==> config.mk <==
export PLATFORM = sky130hd
export DESIGN_NAME = mux_bus_bridge
export DESIGN_NICKNAME = d
export VERILOG_FILES = /design/src/rtl/bridge_pkg.sv /design/src/rtl/addr_match.sv /design/src/rtl/strobe_dec.sv /design/src/rtl/idx_shadow.sv /design/src/rtl/mux_bus_bridge.sv
export SDC_FILE = /design/constraint.sdc
export NUM_CORES = 1
export LEC_CHECK = 0
export CORE_AREA = 5 5 42 44
export CTS_BUF_LIST = sky130_fd_sc_hd__clkbuf_16
export CTS_CLUSTER_SIZE = 16
export DETAILED_ROUTE_END_ITERATION = 6
export DIE_AREA = 0 0 47 49
export DONT_BUFFER_PORTS = 1
export GPL_TIMING_DRIVEN = 0
export PLACE_DENSITY_LB_ADDON = 0.12
export SLEW_MARGIN = 5
export SYNTH_ARGS = -nofsm -noshare
export SYNTH_HDL_FRONTEND = slang
export SYNTH_SLANG_ARGS = --single-unit
==> constraint.sdc <==
create_clock -name clk_i -period 1.06 [get_ports clk_i]
set_input_delay 0.053 -clock clk_i [delete_from_list [all_inputs] [get_ports clk_i]]
set_output_delay 0.053 -clock clk_i [all_outputs]
set_load 0.02 [all_outputs]
==> src/rtl/bridge_pkg.sv <==
package bridge_pkg;
  // decode select is {phi2, rw, a0}
  localparam int unsigned SEL_W   = 3;
  localparam int unsigned LINE_N  = 1 << SEL_W;
  localparam int unsigned LN_ALE  = 4;  // phi2=1 rw=0 a0=0
  localparam int unsigned LN_WR   = 5;  // phi2=1 rw=0 a0=1
  localparam int unsigned LN_IDXR = 6;  // phi2=1 rw=1 a0=0
  localparam int unsigned LN_RD   = 7;  // phi2=1 rw=1 a0=1
  typedef logic [LINE_N-1:0] line_vec_t;
endpackage

==> src/rtl/addr_match.sv <==
module addr_match #(
  parameter int unsigned ADDR_W = 16,
  parameter logic [ADDR_W-1:0] BASE_ADDR = 16'hC100
) (
  input  logic [ADDR_W-1:1] addr_hi_i,
  output logic              hit_o
);
  localparam logic [ADDR_W-1:1] BASE_HI = BASE_ADDR[ADDR_W-1:1];
  assign hit_o = (addr_hi_i == BASE_HI);
endmodule

==> src/rtl/strobe_dec.sv <==
module strobe_dec
  import bridge_pkg::*;
(
  input  logic             en_i,
  input  logic [SEL_W-1:0] sel_i,
  output line_vec_t        y_no
);
  for (genvar i = 0; i < LINE_N; i++) begin : g_line
    localparam logic [SEL_W-1:0] CODE = SEL_W'(i);
    assign y_no[i] = !(en_i && (sel_i == CODE));
  end
endmodule

==> src/rtl/idx_shadow.sv <==
module idx_shadow #(
  parameter int unsigned DATA_W = 8
) (
  input  logic              clk_i,
  input  logic              rst_ni,
  input  logic              load_i,
  input  logic [DATA_W-1:0] d_i,
  output logic [DATA_W-1:0] q_o
);
  always_ff @(posedge clk_i or negedge rst_ni) begin
    if (!rst_ni)     q_o <= '0;
    else if (load_i) q_o <= d_i;
  end
endmodule

==> src/rtl/mux_bus_bridge.sv <==
module mux_bus_bridge
  import bridge_pkg::*;
#(
  parameter int unsigned ADDR_W = 16,
  parameter int unsigned DATA_W = 8,
  parameter logic [ADDR_W-1:0] BASE_ADDR = 16'hC100
) (
  input  logic              clk_i,
  input  logic              rst_ni,
  input  logic [ADDR_W-1:0] addr_i,
  input  logic [DATA_W-1:0] data_i,
  input  logic              rw_i,
  input  logic              phi2_i,
  input  logic [DATA_W-1:0] ad_i,
  output logic              ale_o,
  output logic              wr_no,
  output logic              rd_no,
  output logic [DATA_W-1:0] ad_o,
  output logic              ad_oe_o,
  output logic [DATA_W-1:0] rdata_o
);
  logic              hit;
  line_vec_t         line_n;
  logic [DATA_W-1:0] idx_q;

  addr_match #(.ADDR_W(ADDR_W), .BASE_ADDR(BASE_ADDR)) u_match (
    .addr_hi_i (addr_i[ADDR_W-1:1]),
    .hit_o     (hit)
  );

  strobe_dec u_dec (
    .en_i  (hit),
    .sel_i ({phi2_i, rw_i, addr_i[0]}),
    .y_no  (line_n)
  );

  idx_shadow #(.DATA_W(DATA_W)) u_idx (
    .clk_i  (clk_i),
    .rst_ni (rst_ni),
    .load_i (!line_n[LN_ALE]),
    .d_i    (data_i),
    .q_o    (idx_q)
  );

  assign ale_o   = !line_n[LN_ALE];
  assign wr_no   = line_n[LN_WR];
  assign rd_no   = line_n[LN_RD];
  assign ad_oe_o = !line_n[LN_ALE] || !line_n[LN_WR];
  assign ad_o    = data_i;

  always_comb begin
    if (!line_n[LN_RD])        rdata_o = ad_i;
    else if (!line_n[LN_IDXR]) rdata_o = idx_q;
    else                       rdata_o = '0;
  end
endmodule

==> flow_summary.json <==
{
  "outcome": "finished with violations",
  "violations": "setup timing",
  "rrSetupSlack_ps": 270,
  "gp_congestion": 0.765,
  "cts_tree": "yes",
  "root_buffer": "clkbuf_16",
  "slew_headroom": 0.748,
  "grtUsageTotal": 0.163,
  "cp_common_cell": "buf_6",
  "synth_top_cell_area_share": 0.360,
  "largest_reg_flops": 8,
  "netlist_top_cells_area": "dfrtp_1 36%, mux2_4 22%, a22o_1 13%",
  "cp.arrival_ps": 1390,
  "io_pins": 56,
  "path_max_fanout": 5,
  "start_util": 0.396,
  "critical_path.max_stage_delay_ps": 340,
  "htree_levels": 1,
  "route.detailed.drc": 0,
  "hold_class": "input port to output port",
  "crit_buf_inv": 2,
  "layout_common_cells": "12 x buf_4, 9 x dlygate4sd3_1, 8 x a22o_4, 8 x mux2_4, 8 x dfrtp_1",
  "place_area_um2": 582,
  "finalCritPeriodShare": 1.20,
  "drt_iter0_markers": 1,
  "hold_start": "rw_i",
  "ys_types": 14,
  "die_area_um2": 2300,
  "nets": 106,
  "path_cells": "nor4bb_4 -> nand4_1 -> buf_6 -> or3_4 -> buf_6 -> mux2_4",
  "r2r-end": "u_idx.q_o[0]$_DFFE_PN0P_",
  "core_um2": 1400,
  "rr_worst_depth": 1,
  "ys_warn_count": 0,
  "die_y_um": 49,
  "routed_via_density": 5.58,
  "core.rowCount": 14,
  "antenna_cells": 0,
  "syn2layout_area_growth_pct": 77.9,
  "port_buffers": 0,
  "tns_ps": -3260,
  "holdPathEnd": "ad_oe_o",
  "reg2reg_from": "u_idx.q_o[0]$_DFFE_PN0P_",
  "worstMarginPinSlew_ps": 377,
  "first_pass_iters": 2,
  "hold_viol_final": 0,
  "ys_seq_area_frac": 0.360,
  "grt_start_max_net_pins": 9,
  "fin_area_um2": 988,
  "clkLatencyLatePin_ps": 230,
  "maxCapViolCount": 0,
  "die_w_um": 47,
  "avgSynthCellArea_um2": 12.1,
  "drive_gt1_frac": 0.706,
  "routed_wl_um": 1770,
  "cp_num_cells": 6,
  "syn_area_um2": 556,
  "post-place-cells": 62,
  "top_register": "u_idx.q_o",
  "clock_skew_ps": 0,
  "whs_ps": 145,
  "top_regs": "u_idx.q_o x8",
  "vdd_drop_max_mv": 0.687,
  "clk_pin_slew_ps": 40,
  "path_class": "input port to flop",
  "cts_sinks": 8,
  "avgRoutedWirePerCell_um": 21.1,
  "pwr_density_cell_nw_per_um2": 1050,
  "numCtsBuffers": 3,
  "clk_path_buf_depth": 2,
  "layout_commonest_cell": "buf_4",
  "n_fill_cell": 100,
  "pre_cts_ws_ps": -449,
  "ant_nets": 0,
  "worstSetupStartpointType": "input port",
  "fin_crit_ps": 1280,
  "grt-ovfl-total": 0,
  "power_leakage_nw": 0.496,
  "fmax_mhz": 783,
  "syn_nets": 82,
  "setup_violations": 19,
  "grt_first_pass_wirelength_um": 2690,
  "cp_top_family": "simple AND/OR/NAND/NOR gates",
  "syn_inst": 46,
  "synth-seq-cells": 8,
  "crit_path_top_delay_cell": "or3_4",
  "end_kind": "flop",
  "fin_ws_ps": -217,
  "grt_pass1_vias": 553,
  "crit_required_ps": 1170,
  "final_cells": 84,
  "yosysTopAreaCell": "dfrtp_1",
  "slew_viol_final": 0,
  "hold_depth": 1,
  "rsz0062_at_grt": "true",
  "num_vias": 469,
  "grt_antenna_before_repair": 0
}
repair_timing:
action	in CTS	in global routing
pin swaps	11	2
hold buffers	9	0
setup endpoints to repair	19	20
resized for setup	24	7
hold endpoints to repair	16	0
cloned	1	0
setup buffers	6	3
synth_stat cells:
cell type	number
nand4_1	1
dfrtp_1	8
buf_4	8
nor3b_2	1
nand2_1	2
nor2_1	2
a22o_1	8
buf_6	1
nor4_1	1
mux2_4	8
or3_1	1
nor4bb_1	1
nor4b_2	2
inv_1	2
metal layers:
metal	GRT usage	up-vias	wire length, µm
met5	0	-	0
met4	0.0553	0	17
met3	0.0627	2	226
met2	0.267	34	897
met1	0.185	223	630
li1	-	210	-
worst max-delay path by stage:
stage,start,endpoint,slack (ps)
floorplan,addr_i[13],u_idx.q_o[0]$_DFFE_PN0P_,-330
global placement,addr_i[13],rdata_o[2],-380
detailed placement,addr_i[13],rdata_o[5],-450
CTS,addr_i[9],u_idx.q_o[0]$_DFFE_PN0P_,-190
global route,addr_i[9],u_idx.q_o[0]$_DFFE_PN0P_,-250
finish,addr_i[13],u_idx.q_o[0]$_DFFE_PN0P_,-220
cell type report:
type	instances	area (µm²)	area share
multi-input combinational	27	423	0.428
timing repair buffer	19	188	0.190
clock buffer	3	75.1	0.0759
buffer	9	71.3	0.0722
tap	16	20.0	0.0203
sequential	8	200	0.203
inverter	2	11.3	0.0114
where the power goes:
part / internal [mW] / switching (mW)
clock network: 0.487 / 0.151
registers: 0.307 / 0.0000505
logic: 0.0584 / 0.0392
total: 0.852 / 0.190
kinds of logic after synthesis:
family	after synthesis	share of synthesized area
AND/OR/NAND/NOR	11	0.155
flip-flops	8	0.360
multiplexers	8	0.216
buffers and inverters	11	0.142
AO/OA/AOI/OAI	8	0.126
metrics by stage:
step | util | total power, mW
2_1_floorplan | - | 0.364
3_3_place_gp | 0.415 | 0.367
3_5_place_dp | 0.415 | 0.367
4_1_cts | 0.664 | 1.05
5_1_grt | 0.705 | 1.08
6_report | 0.705 | 1.04
No activity file was read; power rests on OpenSTA's default activity.
